$ cat config.mk
export PLATFORM = sky130hd
export DESIGN_NAME = method_decoder
export DESIGN_NICKNAME = d
export VERILOG_FILES = /design/src/rtl/mdec_pkg.sv /design/src/rtl/mdec_control.sv /design/src/rtl/mdec_datapath.sv /design/src/rtl/method_decoder.sv
export SDC_FILE = /design/constraint.sdc
export NUM_CORES = 1
export LEC_CHECK = 0
export BUFFER_PORTS_ARGS = -buffer_cell sky130_fd_sc_hd__buf_4
export CAP_MARGIN = 0
export CORE_MARGIN = 8
export CORE_UTILIZATION = 53
export DETAILED_ROUTE_END_ITERATION = 6
export HOLD_SLACK_MARGIN = 0.15
export PLACE_DENSITY = 0.83
export SYNTH_ARGS = -nofsm -noshare
export SYNTH_HDL_FRONTEND = slang
export SYNTH_HIERARCHICAL = 1
export SYNTH_SLANG_ARGS = --single-unit
$ cat constraint.sdc
create_clock -name clk -period 4.6 [get_ports clk]
set_input_delay 0.46 -clock clk [delete_from_list [all_inputs] [get_ports clk]]
set_output_delay 0.46 -clock clk [all_outputs]
set_load 0.005 [all_outputs]
$ cat src/rtl/mdec_pkg.sv
package mdec_pkg;

  localparam int DATA_W      = 32;
  localparam int IDX_W       = 11;
  localparam int NUM_RANGES  = 6;
  localparam int NUM_SLOTS   = 11;
  localparam int NUM_REGS    = 8;
  localparam int NUM_CMDS    = 3;
  localparam int CODE_W      = 2;
  localparam int EXC_SHIFT   = 16;

  localparam int RANGE_PTR_W = $clog2(NUM_RANGES);
  localparam int SLOT_W      = $clog2(NUM_SLOTS);
  localparam int REG_SEL_W   = $clog2(NUM_REGS);
  localparam int CMD_SEL_W   = $clog2(NUM_CMDS);
  localparam int TARGET_W    = (REG_SEL_W > CMD_SEL_W) ? REG_SEL_W : CMD_SEL_W;
  localparam int START_W     = IDX_W + 1;

  localparam logic [CODE_W-1:0] CODE_ILLEGAL = 2'b01;
  localparam logic [CODE_W-1:0] CODE_INVALID = 2'b11;

  // strobes from control to datapath
  typedef struct packed {
    logic capture;
    logic advance;
    logic latchHit;
    logic writeReg;
    logic fireCmd;
    logic raiseIllegal;
    logic raiseInvalid;
    logic pop;
  } mdec_ctrl_t;

  typedef struct packed {
    logic [DATA_W-1:0]   mask;
    logic                isCmd;
    logic [TARGET_W-1:0] target;
  } slot_t;

  // range starts, ascending; last entry is the terminator
  function automatic logic [START_W-1:0] rangeStart(input logic [RANGE_PTR_W-1:0] r);
    case (r)
      3'd0:    rangeStart = START_W'('h000);
      3'd1:    rangeStart = START_W'('h040);
      3'd2:    rangeStart = START_W'('h080);
      3'd3:    rangeStart = START_W'('h0C0);
      3'd4:    rangeStart = START_W'('h0C3);
      default: rangeStart = START_W'('h800);
    endcase
  endfunction

  function automatic logic [START_W-1:0] rangeCount(input logic [RANGE_PTR_W-1:0] r);
    case (r)
      3'd0:    rangeCount = START_W'(1);
      3'd1:    rangeCount = START_W'(2);
      3'd2:    rangeCount = START_W'(4);
      3'd3:    rangeCount = START_W'(1);
      3'd4:    rangeCount = START_W'(3);
      default: rangeCount = START_W'(0);
    endcase
  endfunction

  function automatic slot_t slotEntry(input logic [SLOT_W-1:0] s);
    slot_t e;
    e = '{mask: '0, isCmd: 1'b0, target: '0};
    case (s)
      4'd0:  e = '{mask: 32'h0000_0000, isCmd: 1'b0, target: TARGET_W'(0)};
      4'd1:  e = '{mask: 32'h0000_0000, isCmd: 1'b1, target: TARGET_W'(0)};
      4'd2:  e = '{mask: 32'h0000_0000, isCmd: 1'b1, target: TARGET_W'(1)};
      4'd3:  e = '{mask: 32'hFFFF_F000, isCmd: 1'b0, target: TARGET_W'(1)};
      4'd4:  e = '{mask: 32'hFFF8_0000, isCmd: 1'b0, target: TARGET_W'(2)};
      4'd5:  e = '{mask: 32'hFFFF_E000, isCmd: 1'b0, target: TARGET_W'(3)};
      4'd6:  e = '{mask: 32'h0000_000F, isCmd: 1'b0, target: TARGET_W'(4)};
      4'd7:  e = '{mask: 32'hFFFF_E000, isCmd: 1'b1, target: TARGET_W'(2)};
      4'd8:  e = '{mask: 32'hFFFF_FF00, isCmd: 1'b0, target: TARGET_W'(5)};
      4'd9:  e = '{mask: 32'h0000_000F, isCmd: 1'b0, target: TARGET_W'(6)};
      4'd10: e = '{mask: 32'h0000_0000, isCmd: 1'b0, target: TARGET_W'(7)};
      default: e = '{mask: '0, isCmd: 1'b0, target: '0};
    endcase
    return e;
  endfunction

endpackage

$ cat src/rtl/mdec_control.sv
module mdec_control
  import mdec_pkg::*;
(
  input  logic       clk,
  input  logic       rstN,
  input  logic       cmdValid,
  output logic       cmdReady,
  input  logic       belowStart,
  input  logic       inRange,
  input  logic       maskFail,
  input  logic       slotIsCmd,
  input  logic       irqAck,
  output mdec_ctrl_t ctrl
);

  typedef enum logic [1:0] {ST_IDLE, ST_SEARCH, ST_EXEC, ST_WAIT} state_t;
  state_t state, nextState;

  always_ff @(posedge clk) begin
    if (!rstN) state <= ST_IDLE;
    else       state <= nextState;
  end

  assign cmdReady = (state == ST_IDLE);

  always_comb begin
    nextState = state;
    ctrl      = '0;
    case (state)
      ST_IDLE: begin
        if (cmdValid) begin
          ctrl.capture = 1'b1;
          nextState    = ST_SEARCH;
        end
      end
      ST_SEARCH: begin
        if (belowStart) begin
          ctrl.raiseIllegal = 1'b1;
          nextState         = ST_WAIT;
        end else if (inRange) begin
          ctrl.latchHit = 1'b1;
          nextState     = ST_EXEC;
        end else begin
          ctrl.advance = 1'b1;
        end
      end
      ST_EXEC: begin
        if (maskFail) begin
          ctrl.raiseInvalid = 1'b1;
          nextState         = ST_WAIT;
        end else begin
          ctrl.fireCmd  = slotIsCmd;
          ctrl.writeReg = !slotIsCmd;
          ctrl.pop      = 1'b1;
          nextState     = ST_IDLE;
        end
      end
      ST_WAIT: begin
        if (irqAck) begin
          ctrl.pop  = 1'b1;
          nextState = ST_IDLE;
        end
      end
      default: nextState = ST_IDLE;
    endcase
  end

endmodule

$ cat src/rtl/mdec_datapath.sv
module mdec_datapath
  import mdec_pkg::*;
(
  input  logic                         clk,
  input  logic                         rstN,
  input  mdec_ctrl_t                   ctrl,
  input  logic [IDX_W-1:0]             cmdMethod,
  input  logic [DATA_W-1:0]            cmdData,
  output logic                         belowStart,
  output logic                         inRange,
  output logic                         maskFail,
  output logic                         slotIsCmd,
  output logic [NUM_REGS*DATA_W-1:0]   stateRegs,
  output logic [NUM_CMDS-1:0]          cmdStrobe,
  output logic                         popPulse,
  output logic                         irqReq,
  output logic [DATA_W-1:0]            excWord,
  output logic [DATA_W-1:0]            excData
);

  logic [IDX_W-1:0]       methodIdx;
  logic [DATA_W-1:0]      dataReg;
  logic [RANGE_PTR_W-1:0] rangePtr;
  logic [SLOT_W-1:0]      slotBase;
  logic [SLOT_W-1:0]      slotReg;

  logic [START_W-1:0] curStart;
  logic [START_W-1:0] curCount;
  logic [START_W-1:0] idxExt;
  logic [START_W-1:0] idxOffset;
  logic [SLOT_W-1:0]  hitSlot;
  slot_t              curSlot;

  // range walk status
  assign curStart   = rangeStart(rangePtr);
  assign curCount   = rangeCount(rangePtr);
  assign idxExt     = {1'b0, methodIdx};
  assign idxOffset  = idxExt - curStart;
  assign belowStart = idxExt < curStart;
  assign inRange    = idxExt < (curStart + curCount);
  assign hitSlot    = slotBase + SLOT_W'(idxOffset);

  // slot decode
  assign curSlot   = slotEntry(slotReg);
  assign maskFail  = |(dataReg & curSlot.mask);
  assign slotIsCmd = curSlot.isCmd;

  always_ff @(posedge clk) begin
    if (!rstN) begin
      methodIdx <= '0;
      dataReg   <= '0;
      rangePtr  <= '0;
      slotBase  <= '0;
      slotReg   <= '0;
    end else begin
      if (ctrl.capture) begin
        methodIdx <= cmdMethod;
        dataReg   <= cmdData;
        rangePtr  <= '0;
        slotBase  <= '0;
      end else if (ctrl.advance) begin
        rangePtr  <= rangePtr + RANGE_PTR_W'(1);
        slotBase  <= slotBase + SLOT_W'(curCount);
      end
      if (ctrl.latchHit) slotReg <= hitSlot;
    end
  end

  // state registers
  for (genvar g = 0; g < NUM_REGS; g++) begin : gReg
    always_ff @(posedge clk) begin
      if (!rstN)
        stateRegs[g*DATA_W +: DATA_W] <= '0;
      else if (ctrl.writeReg && (curSlot.target == TARGET_W'(g)))
        stateRegs[g*DATA_W +: DATA_W] <= dataReg;
    end
  end

  // command strobes
  for (genvar g = 0; g < NUM_CMDS; g++) begin : gCmd
    always_ff @(posedge clk) begin
      if (!rstN) cmdStrobe[g] <= 1'b0;
      else       cmdStrobe[g] <= ctrl.fireCmd && (curSlot.target == TARGET_W'(g));
    end
  end

  // pop, interrupt and exception report
  always_ff @(posedge clk) begin
    if (!rstN) begin
      popPulse <= 1'b0;
      irqReq   <= 1'b0;
      excWord  <= '0;
      excData  <= '0;
    end else begin
      popPulse <= ctrl.pop;
      if (ctrl.raiseIllegal || ctrl.raiseInvalid) begin
        irqReq  <= 1'b1;
        excData <= dataReg;
        excWord <= (DATA_W'(methodIdx) << EXC_SHIFT)
                 | DATA_W'(ctrl.raiseInvalid ? CODE_INVALID : CODE_ILLEGAL);
      end else if (ctrl.pop) begin
        irqReq  <= 1'b0;
      end
    end
  end

endmodule

$ cat src/rtl/method_decoder.sv
module method_decoder
  import mdec_pkg::*;
(
  input  logic                       clk,
  input  logic                       rstN,
  input  logic                       cmdValid,
  output logic                       cmdReady,
  input  logic [IDX_W-1:0]           cmdMethod,
  input  logic [DATA_W-1:0]          cmdData,
  output logic                       popPulse,
  output logic [NUM_REGS*DATA_W-1:0] stateRegs,
  output logic [NUM_CMDS-1:0]        cmdStrobe,
  output logic                       irqReq,
  input  logic                       irqAck,
  output logic [DATA_W-1:0]          excWord,
  output logic [DATA_W-1:0]          excData
);

  mdec_ctrl_t ctrl;
  logic belowStart, inRange, maskFail, slotIsCmd;

  mdec_control u_ctl (
    .clk        (clk),
    .rstN       (rstN),
    .cmdValid   (cmdValid),
    .cmdReady   (cmdReady),
    .belowStart (belowStart),
    .inRange    (inRange),
    .maskFail   (maskFail),
    .slotIsCmd  (slotIsCmd),
    .irqAck     (irqAck),
    .ctrl       (ctrl)
  );

  mdec_datapath u_dp (
    .clk        (clk),
    .rstN       (rstN),
    .ctrl       (ctrl),
    .cmdMethod  (cmdMethod),
    .cmdData    (cmdData),
    .belowStart (belowStart),
    .inRange    (inRange),
    .maskFail   (maskFail),
    .slotIsCmd  (slotIsCmd),
    .stateRegs  (stateRegs),
    .cmdStrobe  (cmdStrobe),
    .popPulse   (popPulse),
    .irqReq     (irqReq),
    .excWord    (excWord),
    .excData    (excData)
  );

endmodule

# Yosys cells after proc, flatten, opt, wreduce, memory -nomap -nowiden
# Memories as Yosys holds them, arrays and structs flattened. A register that Yosys moved wholly into a read port is not among the register bits.
# Cells that the tools add are included.
[op_classes] order_cmp=2 n_div=0 mux=28 reduce_logical=21 shift=0 add_sub_neg=5 n_mul=0 bitwise=3 n_eq_ne=17
[op_table] operator="12-bit one-hot mux with 5 select lines" n=1
[op_table] operator="32-bit AND" n=1
[op_table] operator="32-bit OR reduction" n=1
[op_table] operator="27-bit by 2-bit OR with 27-bit output" n=1
[op_table] operator="11-bit by 12-bit < comparator with 1-bit output" n=2
[op_table] operator="2-bit two-way mux" n=10
[op_table] operator="3-bit equality test, second input constant" n=5
[op_table] operator="12-bit by 3-bit adder with 12-bit output" n=1
[op_table] operator="3-bit by 2-bit equality test with 1-bit output, second input constant" n=4
[op_table] operator="1-bit two-way mux" n=12
[op_table] operator="3-bit one-hot mux with 4 select lines" n=1
[op_table] operator="1-bit logical AND" n=11
[op_table] operator="4-bit two-way mux" n=2
[op_table] operator="2-bit one-hot mux with 4 select lines" n=1
[op_table] operator="3-bit by 1-bit equality test with 1-bit output, second input constant" n=2
[op_table] operator="3-bit zero test" n=2
[op_table] operator="4-bit by 3-bit adder with 4-bit output" n=1
[op_table] operator="4-bit adder" n=1
[op_table] operator="2-bit equality test, second input constant" n=2
[op_table] operator="2-bit inequality test, second input constant" n=2
[op_table] operator="2-bit OR reduction" n=2
[op_table] operator="4-bit subtractor" n=1
[op_table] operator="3-bit by 1-bit adder with 3-bit output, second input constant" n=1
[op_table] operator="3-bit inequality test, second input constant" n=1
[op_table] operator="8 further kinds" n=8
[word_totals] out_inout_bits=326 romBits=512 mem_count=1 ram_bits=0 inputBits=47 latchBits=0 register_bits=381 elab_cells=98
[mem_list] memory="(name not given)" depth=16 width=32 read_ports=1 rd_clocked_by_memory_dff=1 wr=0 line="mdec_pkg.sv:66" rtl="case (s)"

# Depth between registers and ports, before layout
[logic_depth] depth_word=10 depth_mapped=20 depth_no_buf=19

# Cells and area by module
# The synthesis kept the hierarchy.
[modules_own_cells] module="mdec_datapath" seq_area_each_um2=7387.1 area_each_um2=14523.9 cells_each=1692 instances=1
[modules_own_cells] module="mdec_control" seq_area_each_um2=40.0 area_each_um2=207.7 cells_each=24 instances=1

# Worst setup path after synthesis
# No wires, ideal clock.
[synth_timing] path_kind="register to register" from="reg u_dp.rangePtr[0]" to="reg, netlist name u_dp/curSlot[16]" path_slack_ps=881 arrival_time_ps=3600 setup_ps=119 stages_incl_launch_ff=21 synth_period_minus_slack_ps=3719 path_buffers=1 required_time_ps=4481 cell_sequence="dfxtp_1 > inv_1 > ha_1 > nand2_1 > inv_1 > a21oi_1 > inv_1 > a21oi_1 > ha_1 > nor2b_1 > o21ai_0 > a31oi_1 > a21oi_1 > nor4b_1 > clkbuf_1 > mux2i_1 > nor2b_1 > inv_1 > ha_1 > and3_4 > o21bai_1"
[synth_rtl] element="start: declaration" line="mdec_datapath.sv:23" rtl="logic [RANGE_PTR_W-1:0] rangePtr;"
[synth_rtl] element="start signal: assignment" line="mdec_datapath.sv:62" rtl="rangePtr <= rangePtr + RANGE_PTR_W'(1);"

==> results.txt <==
sequential share of the synthesized area - 50.4%
GRT overflow - 0
core box area - 27600 um^2
fmax - 238 MHz
Synth top area share - 50.4%
post-detail-place hpwl - 32200 um
CTS H-tree depth - 2
vias - 12900
initial antenna violation count - 0
largest net degree at the start of global routing - 138
Hold Crit Class - in2reg
IO Pins - 373
clk_lat worst skew - 520 ps
Max-Cap Viols - 0
GR Util met3 - 6.74%
IO buf count - 353
#FFs+latches synth - 371
Synth area leader - dfxtp_1
average cell area after synthesis - 8.58 um^2
cell chain of the critical path - inv_1 -> ha_1 -> nand2_1 -> inv_1 -> a21oi_1 -> inv_1 -> a21oi_1 -> ha_1 -> nor2b_1 -> o21ai_0 -> a31oi_1 -> nor2_1 -> nor3b_1 -> or2_2 -> buf_4 -> nand2_1 -> a21boi_0
CP Capture Type - flop
ant diodes - 0
sequential power share - 45.5%
post-synthesis cell area - 14700 um^2
EDFF count, synth - 0
area of the multi-input gates - 6660 um^2
Power Density - 432 nW/um^2
Die H - 183 um
Root Driver - clkbuf_16
max-slew violations - 0
clock slew at reported path FFs - 60 ps
layout cells sized above 1 - 22.6%
total wire length - 47500 um
Wirelength per Cell - 19.8 um
fin crit period - 4190 ps
Setup Buffers After CTS - 0
power share of the combinational group - 18.3%
GRT Overall Usage - 27.5%
Inserted Clock Buffers - 39
post-CTS sizing - 0
vias in the first global route - 12900
run status - finished, final reports clean
most numerous cell in the Yosys netlist - nand2_1
Crit path max-delay family - simple AND/OR/NAND/NOR gates
asr flop ratio synth - 0%
Cells after Synth - 1716
Buffers & Inverters on Critical Path - 4
worst-case clock buffer depth - 3
Post-CTS Hold Buffers - 0
area added between synthesis and finish - 27.1%
Rows - 61
worst-margin pin slew - 1100 ps
Max stage delay on crit path - 530 ps
Design Power - 0.00809 W
Initial Util - 53.5%
Sw Share - 30.2%
die width - 183 um
area occupied by registers - 7430 um^2
Slowest cell on crit path - or2_2
# setup viols final - 0
CP startpoint kind - flop
Pleak - 7.36 nW
Clk pwr share - 36.2%
# fillers - 2158
Layout Nets - 2075
first-pass GRT wire length - 72700 um
GRT met2 Usage - 46.2%
RSZ-0062 raised after global routing - no
1st-pass router iterations - 5
final hold violations - 0
Top FF cell, synth - dfxtp_1
worst vdd ir - 290 uV
Net Sw Power - 0.00244 W
DRC marker count from the first detailed-route iteration - 911
via/cell ratio - 5.37
Synth cell types - 55
Cell Int Power - 0.00564 W
busiest grt layer - met2
YS warnings - 6
DRC - 0
largest cells by area after synthesis - dfxtp_1, nand2_1, a21boi_0
CP Max Fanout - 24
die area - 33400 um^2
Rel. slew slack - 26.7%
most frequent CP cell - inv_1
CTS sink count - 371
Detail Route Antenna Nets - 0
Routability Congestion - 0.876
CTS tree - done
skew final - 17.6 ps
met1 Use GR - 32.5%
total negative slack - 0 ps
Setup CP Type - reg2reg
Worst Path Required - 5030 ps
fraction of the cycle the final worst path needs - 91.2%
crit path DAT - 4620 ps
top cells by count, synth - nand2_1, dfxtp_1, a21boi_0
-- cell families (layout without fill, tap and decap cells) --
logic type | count (synthesis) | count (layout) | share of synthesized area [%]
compound gates | 340 | 340 | 17.2
xor+xnor | 5 | 5 | 0.391
fa+ha+maj | 28 | 28 | 2.53
buf+inv | 182 | 472 | 5.21
flops | 371 | 371 | 50.4
mux | 51 | 51 | 3.47
other cells | 1 | 19 | 0.0255
simple gates | 738 | 738 | 20.8
-- power by group through the flow --
stage                     registers, W  logic [W]  clock network [W]
after detailed placement       0.00374    0.00145                  0
final                          0.00368    0.00148            0.00293
after global routing           0.00370    0.00160            0.00311
after floorplan                0.00354    0.00107                  0
after global placement         0.00374    0.00140                  0
after CTS                      0.00368    0.00146            0.00297
-- tightest hold or removal path: stages --
cell and delay (ps):
buf_4 80, mux2i_1 60, nor2b_1 100
-- routing by layer --
layer | routed length (um) | up-vias
met4 | 2200 | 0
met5 | 0 | -
met1 | 18800 | 6094
met2 | 22300 | 606
li1 | - | 6072
met3 | 4160 | 132
-- registers in the layout (all words and copies together) (netlist names), 4 cells and up --
signal,count
u_dp/stateRegs,256
u_dp/slotReg,4
u_dp/curSlot,9
u_dp/excWord,13
u_dp/dataReg,32
u_dp/slotBase,4
u_dp/excData,32
u_dp/methodIdx,11
-- cells in the final DEF, fill, tap and decap left out, drive strengths merged, types with 2 or more instances in the layout --
| cell type | n |
|---|---|
| conb | 19 |
| and2 | 4 |
| a31oi | 2 |
| nand2 | 611 |
| and4bb | 2 |
| o21a | 2 |
| nor3 | 9 |
| o21bai | 3 |
| clkbuf | 58 |
| nor4 | 3 |
| o31ai | 2 |
| nor2b | 55 |
| mux2i | 51 |
| nor2 | 23 |
| a21o | 3 |
| buf | 382 |
| fa | 3 |
| and3 | 2 |
| inv | 25 |
| nor3b | 2 |
| xnor2 | 3 |
| nand2b | 9 |
| clkinv | 6 |
| a21oi | 9 |
| a21boi | 301 |
| o41ai | 2 |
| a221o | 2 |
| nand3 | 6 |
| or2 | 2 |
| o21ai | 5 |
| nor4b | 2 |
| nand4 | 3 |
| ha | 25 |
| dfxtp | 371 |
| a211oi | 3 |
| or3 | 2 |
-- metrics by stage --
step	instance area, um^2	setup WS, ps	hold slack (ps)	cells	utilization, %
2_1_floorplan	14800	881	451	1734	-
3_3_place_gp	17500	618	443	2337	63.7
3_5_place_dp	17500	461	453	2337	63.7
4_1_cts	18700	394	183	2402	67.9
5_1_grt	18700	47.1	199	2402	67.9
6_report	18700	407	203	2402	67.9
-- path summary, 6_finish.rpt --
| check | depth (start not counted) | startpoint | slack (ps) | to |
|---|---|---|---|---|
| min reg2reg | 2 | u_dp/stateRegs[2]$_SDFFE_PN0P_ | 460 | u_dp/stateRegs[2]$_SDFFE_PN0P_ |
| max reg2reg | 17 | u_dp/rangePtr[0]$_SDFFE_PP0P_ | 410 | u_dp/excWord[22]$_SDFFE_PN0P_ |
| min | 3 | cmdData[6] | 200 | u_dp/dataReg[6]$_SDFFE_PN0P_ |
| max | 17 | u_dp/rangePtr[0]$_SDFFE_PP0P_ | 410 | u_dp/excWord[22]$_SDFFE_PN0P_ |
-- final cells by class --
type | instances | area share, %
sequential | 371 | 39.7
timing repair buffer | 383 | 15.5
clock inverter | 8 | 0.327
clock buffer | 57 | 5.95
multi-input combinational | 1181 | 35.6
inverter | 24 | 0.481
tap | 378 | 2.53
Note: power is estimated with default switching activity, not from simulation.
